$ cat src/rtl/fltcap_pkg.sv
// Shared constants for the bus fault capture register.
// Assumes: fault bit 0 is the most significant bit of the word.
package fltcap_pkg;
    localparam int FW = 16;

    // Fault bit numbers (bit 0 = MSB of the word)
    localparam int unsigned B_PROT_OWN   = 0;
    localparam int unsigned B_PROT_OTHER = 1;
    localparam int unsigned B_PARITY     = 2;
    localparam int unsigned B_ADDR_MEM   = 5;
    localparam int unsigned B_SYS0       = 7;
    localparam int unsigned B_ADDR_IO    = 8;
    localparam int unsigned B_SYS1_LO    = 13;
    localparam int unsigned B_SYS1_HI    = 15;

    localparam int NUM_SYS = 2;

    // One-hot word for fault bit k
    function automatic logic [FW-1:0] bit_of(input int unsigned k);
        bit_of = FW'(1) << (FW - 1 - k);
    endfunction
endpackage

$ cat src/rtl/fltcap_edge_sync.sv
// Synchronizes N asynchronous inputs through STAGES flops and emits a
// one-clock pulse on each synchronized rising edge.
// Assumes: inputs are quasi-static relative to clk (held for > 1 clock).
module fltcap_edge_sync #(
    parameter int N      = 2,
    parameter int STAGES = 2
) (
    input  logic         clk,
    input  logic         rst_n,
    input  logic [N-1:0] async_in,
    output logic [N-1:0] rise_pulse
);
    localparam int LAST = STAGES - 1;

    for (genvar i = 0; i < N; i++) begin : g_ch
        logic [STAGES-1:0] chain;
        logic              prev;

        // Shift the input through the synchronizer and remember the last value
        always_ff @(posedge clk) begin
            if (!rst_n) begin
                chain <= '0;
                prev  <= 1'b0;
            end else begin
                chain <= {chain[STAGES-2:0], async_in[i]};
                prev  <= chain[LAST];
            end
        end

        assign rise_pulse[i] = chain[LAST] & ~prev;

        AST_PULSE_SINGLE: assert property (@(posedge clk) disable iff (!rst_n)
            rise_pulse[i] |=> !rise_pulse[i]);
    end
endmodule

$ cat src/rtl/fltcap_bus_sample.sv
// Detects the end of a bus cycle (busy_n low-to-high) and maps the
// active-low bus error inputs to fault bits based on cycle context.
// Assumes: busy_n and the context/error inputs are synchronous to clk.
module fltcap_bus_sample
    import fltcap_pkg::*;
(
    input  logic          clk,
    input  logic          rst_n,
    input  logic          busy_n,
    input  logic          own_cycle,
    input  logic          mem_cycle,
    input  logic          prot_err_n,
    input  logic          par_err_n,
    input  logic          addr_err_n,
    output logic          cyc_end,
    output logic [FW-1:0] bus_set
);
    logic busy_q;

    // Hold busy_n from the previous edge; the bus idles high
    always_ff @(posedge clk) begin
        if (!rst_n) busy_q <= 1'b1;
        else        busy_q <= busy_n;
    end

    assign cyc_end = busy_n & ~busy_q;

    // Route each active error to its context-dependent bit
    always_comb begin
        bus_set = '0;
        if (cyc_end) begin
            if (!prot_err_n) bus_set |= own_cycle ? bit_of(B_PROT_OWN) : bit_of(B_PROT_OTHER);
            if (!par_err_n)  bus_set |= bit_of(B_PARITY);
            if (!addr_err_n) bus_set |= mem_cycle ? bit_of(B_ADDR_MEM) : bit_of(B_ADDR_IO);
        end
    end

    AST_END_SINGLE: assert property (@(posedge clk) disable iff (!rst_n)
        cyc_end |=> !cyc_end);
endmodule

$ cat src/rtl/fltcap_top.sv
// Sticky 16-bit fault register fed by bus-cycle error sampling and two
// asynchronous system fault lines; software clears bits with a mask.
// Assumes: synchronous active-low reset; a set beats a clear in one clock.
module fltcap_top
    import fltcap_pkg::*;
#(
    parameter int SYNC_STAGES = 2
) (
    input  logic          clk,
    input  logic          rst_n,
    input  logic          busy_n,
    input  logic          own_cycle,
    input  logic          mem_cycle,
    input  logic          prot_err_n,
    input  logic          par_err_n,
    input  logic          addr_err_n,
    input  logic          sys_flt0,
    input  logic          sys_flt1,
    input  logic          clr_we,
    input  logic [FW-1:0] clr_mask,
    output logic [FW-1:0] fault_word,
    output logic          any_fault
);
    localparam logic [FW-1:0] BUS_BITS = bit_of(B_PROT_OWN) | bit_of(B_PROT_OTHER)
                                       | bit_of(B_PARITY) | bit_of(B_ADDR_MEM)
                                       | bit_of(B_ADDR_IO);

    logic               cyc_end;
    logic [FW-1:0]      bus_set;
    logic [NUM_SYS-1:0] sys_rise;
    logic [FW-1:0]      sys_set;
    logic [FW-1:0]      set_all;
    logic [FW-1:0]      clr_bits;
    logic [FW-1:0]      fault_q;

    fltcap_bus_sample u_bus (
        .clk        (clk),
        .rst_n      (rst_n),
        .busy_n     (busy_n),
        .own_cycle  (own_cycle),
        .mem_cycle  (mem_cycle),
        .prot_err_n (prot_err_n),
        .par_err_n  (par_err_n),
        .addr_err_n (addr_err_n),
        .cyc_end    (cyc_end),
        .bus_set    (bus_set)
    );

    fltcap_edge_sync #(.N(NUM_SYS), .STAGES(SYNC_STAGES)) u_sys (
        .clk        (clk),
        .rst_n      (rst_n),
        .async_in   ({sys_flt1, sys_flt0}),
        .rise_pulse (sys_rise)
    );

    // Map system fault edges to their bits
    always_comb begin
        sys_set = '0;
        if (sys_rise[0]) sys_set |= bit_of(B_SYS0);
        if (sys_rise[1]) sys_set |= bit_of(B_SYS1_LO) | bit_of(B_SYS1_HI);
    end

    assign set_all  = bus_set | sys_set;
    assign clr_bits = clr_we ? clr_mask : '0;

    // Sticky register: clear masked bits, then OR in new faults
    always_ff @(posedge clk) begin
        if (!rst_n) fault_q <= '0;
        else        fault_q <= (fault_q & ~clr_bits) | set_all;
    end

    assign fault_word = fault_q;
    assign any_fault  = |fault_q;

    AST_STICKY: assert property (@(posedge clk) disable iff (!rst_n)
        !clr_we |=> ((fault_q & $past(fault_q)) == $past(fault_q)));
    AST_BUS_ON_END: assert property (@(posedge clk) disable iff (!rst_n)
        ((fault_q & ~$past(fault_q) & BUS_BITS) != '0) |-> $past(cyc_end));
    AST_PROT_ONE_SIDE: assert property (@(posedge clk) disable iff (!rst_n)
        $onehot0({fault_q[FW-1-B_PROT_OWN] & ~$past(fault_q[FW-1-B_PROT_OWN]),
                  fault_q[FW-1-B_PROT_OTHER] & ~$past(fault_q[FW-1-B_PROT_OTHER])}));
    AST_ADDR_ONE_SIDE: assert property (@(posedge clk) disable iff (!rst_n)
        $onehot0({fault_q[FW-1-B_ADDR_MEM] & ~$past(fault_q[FW-1-B_ADDR_MEM]),
                  fault_q[FW-1-B_ADDR_IO] & ~$past(fault_q[FW-1-B_ADDR_IO])}));
    AST_SET_WINS: assert property (@(posedge clk) disable iff (!rst_n)
        (set_all != '0) |=> ((fault_q & $past(set_all)) == $past(set_all)));
    AST_ANY_RISE: assert property (@(posedge clk) disable iff (!rst_n)
        $rose(any_fault) |-> $past(set_all != '0));
    AST_ANY_FALL: assert property (@(posedge clk) disable iff (!rst_n)
        $fell(any_fault) |-> $past(clr_we));
endmodule

$ cat config.mk
export PLATFORM = sky130hd
export DESIGN_NAME = fltcap_top
export DESIGN_NICKNAME = d
export VERILOG_FILES = /design/src/rtl/fltcap_pkg.sv /design/src/rtl/fltcap_edge_sync.sv /design/src/rtl/fltcap_bus_sample.sv /design/src/rtl/fltcap_top.sv
export SDC_FILE = /design/constraint.sdc
export NUM_CORES = 1
export LEC_CHECK = 0
export BUFFER_PORTS_ARGS = -buffer_cell sky130_fd_sc_hd__buf_4
export CAP_MARGIN = 20
export CORE_MARGIN = 5
export CORE_UTILIZATION = 38
export CTS_CLUSTER_DIAMETER = 30
export DETAILED_ROUTE_END_ITERATION = 16
export PLACE_DENSITY = 0.78
export SYNTH_ARGS = -nofsm -noshare
export SYNTH_HDL_FRONTEND = slang
export SYNTH_SLANG_ARGS = --single-unit
export TNS_END_PERCENT = 5
$ cat constraint.sdc
create_clock -name clk -period 0.85 [get_ports clk]
set_input_delay 0.085 -clock clk [delete_from_list [all_inputs] [get_ports clk]]
set_output_delay 0.085 -clock clk [all_outputs]
set_load 0.02 [all_outputs]
==> results.cfg <==
[outcome]
outcome = finished with violations
violations = negative setup slack

[detailed_routing]
wl_met1_um = 992
vias = 864
dr_wl_met3_um = 146
firstDrtPassIters = 4
wl_met2_mm = 1.414
drt_iter0_drc = 12
via_per_inst = 4.909
route.detailed.drc = 0
ant_nets = 0
wl_per_cell_um = 15.03
finalWirelength_mm = 2.645
top_layer_used = met4

[critical_path]
cpPeakStageDelay_ps = 350
timing.rr.end = fault_word[10]
regToRegStartpoint = u_bus.busy_q
crit_family = simple AND/OR/NAND/NOR gates
r2r_slack_ps = -40
critPathBufInv = 1
required_ps = 760
crit_chain = nor4_1 -> nand4_1 -> buf_4
crit_path_end_kind = output port
critPathArrivalTime_ps = 1250
reg2reg_depth = 2
timing_worst_setup_path_type = reg -> out
crit_path_max_fanout = 2
critPathLaunchType = register
slowest_stage = dfxtp_2

[power]
p_leak_uw = 0.0006991
ir_worst_vdd_mv = 1.086
power_uw = 1914
power_density_nw_per_um2 = 1210

[floorplanning]
initial_core_util_pct = 40.94
core_sq_um = 2002
fp.dieW_um = 56.44
dieArea_sq_um = 3185
ios = 44
die_h_um = 56.44
fp-row-count = 16

[global_route]
grt_usage_pct = 17.47
grt_max_degree = 24
grt-ovfl-total = 0
first_global_vias = 909
antenna_found_initial = 0
grt_pass1_wl_mm = 4.360

[yosys]
synthesis.area_sq_um = 819.5
syn-num-nets = 104
ys_warn_count = 0
yosysSeqAreaShare_pct = 56.18
syn_inst = 77
synth-seq-cells = 23
yosysUniqueCellTypes = 17
syn_avg_cell_area_sq_um = 10.64

[sta]
period_share_pct = 156.5
worst_slew_pin_slew_ps = 289.8
finalMaxSlewViolations = 0
post-route-min-period_ps = 1330
maxClockFrequency_mhz = 751.6
clock_skew_ps = 11.57
layout_setup_ws_ps = -480.5
relSlewSlack_pct = 80.41
setup_viol_count_final = 22
tns_ps = -2735
hold_viol_final = 0
rsz0062_at_grt = yes

[min_path]
hold_start = clr_we
worstHoldEndpoint = fault_word[3]
hold_class = in -> reg
hold_depth = 2

[place]
portBuffers = 43
routabilityCongestion = 0.7499
placed_cells = 160
hpwl_mm = 1.656

[cells_and_area]
register_area_sq_um = 483.0
multiInputGateArea_sq_um = 369.1
fin_nets = 177
area_delta_synth_final_pct = 92.98
final_cells = 176
drive_gt1_share_pct = 58.39
fillers = 127
n_antenna_cell = 0

[clock_tree]
clockRootBuffer = clkbuf_4
h-tree-depth = 1
clkLatencyLatePin_ps = 310
cts_sinks = 23
clk_path_buf_depth = 2
clk_pin_slew_worst_paths_ps = 130
cts_tree = built
numCtsBuffers = 3

[run]
drv_cap = 0
-- per-layer routing --
layer | vias to the layer above | global-route usage (%)
met4 | 0 | 9.153
met2 | 29 | 31.02
met5 | - | 0
met3 | 8 | 5.046
met1 | 406 | 18.36
li1 | 421 | -
-- synth_stat cells --
cell type	count	area share (%)
nand4_1	1	0.76
buf_2	1	0.61
buf_4	1	0.92
buf_6	1	1.4
nand2_1	8	3.7
a21boi_0	6	5.5
dfxtp_1	23	56
nand2b_1	1	0.76
nor4_1	4	3.1
and2_1	6	4.6
a21boi_2	2	2.7
nor2b_1	2	1.5
a21oi_1	8	4.9
and4bb_2	2	3.1
o21a_1	8	7.3
nor3b_1	1	0.92
nor4b_1	2	2.1
-- power by group --
part           total (uW)  internal (uW)  switching, uW
sequential           1120           1100           15.3
clock                 492            183            309
combinational         306            191            114
-- cells by family (layout without fill, tap and decap cells) --
group | after synthesis | after routing | share of synthesized area [%]
and+or+nand+nor | 27 | 27 | 20.46
AOI/OAI and AO/OA | 24 | 24 | 20.46
DFF | 23 | 23 | 56.18
buffers and inverters | 3 | 75 | 2.900
-- sequential cells by signal, indices dropped and copies added (netlist names) --
register	count
u_bus.busy_q	1
u_sys.g_ch.chain	4
fault_word	16
u_sys.g_ch.prev	2
-- worst max-delay path by stage --
stage / start / end / slack, ps / cells past startpoint
floorplan: fault_word[15] / any_fault / -100 / 2
global placement: fault_word[12] / any_fault / -170 / 3
detailed placement: fault_word[1] / any_fault / -200 / 3
CTS: fault_word[9] / any_fault / -490 / 3
global route: fault_word[5] / any_fault / -540 / 3
finish: fault_word[15] / any_fault / -480 / 3
-- repair_timing --
action | CTS | global route
resized for setup | 40 | 3
setup buffers | 0 | 1
setup endpoints to repair | 24 | 25
pin swaps | 7 | 1
hold endpoints to repair | 11 | 0
hold buffers | 11 | 0
-- final cells by class --
cell class / count / area share [%]
tap: 27 / 2.136
timing repair buffer: 71 / 42.33
sequential: 23 / 30.54
multi-input combinational: 51 / 23.34
clock buffer: 4 / 1.661
-- metrics by stage --
step	setup WS, ps	utilization (%)	area (sq um)	hold slack (ps)
final	-480.5	79.00	1582	79.54
after global routing	-542.8	79.00	1582	76.01
after CTS	-487.0	78.00	1562	64.13
after detailed placement	-198.7	64.06	1282	251.4
after global placement	-170.5	64.06	1282	249.1
after floorplan	-100.4	-	829.5	158.0
-- placed cells by master (no fill, tap or decap) --
master	netlist	layout
buf_4	1	31
buf_6	1	29
dfxtp_2	0	15
dlygate4sd3_1	0	11
o21a_1	8	8
nand2_1	8	8
a21oi_1	8	8
dfxtp_1	23	7
a21boi_0	6	6
and2_1	6	6
clkbuf_4	0	3
nor4_2	0	2
and4bb_2	2	2
nor2b_1	2	2
a21boi_2	2	2
nor4_1	4	1
nor4_4	0	1
nand4_1	1	1
nor4b_2	0	1
nand2b_1	1	1
nor4b_1	2	1
nor3b_1	1	1
clkbuf_1	0	1
dfxtp_4	0	1
No activity file was read; power rests on OpenSTA's default activity.
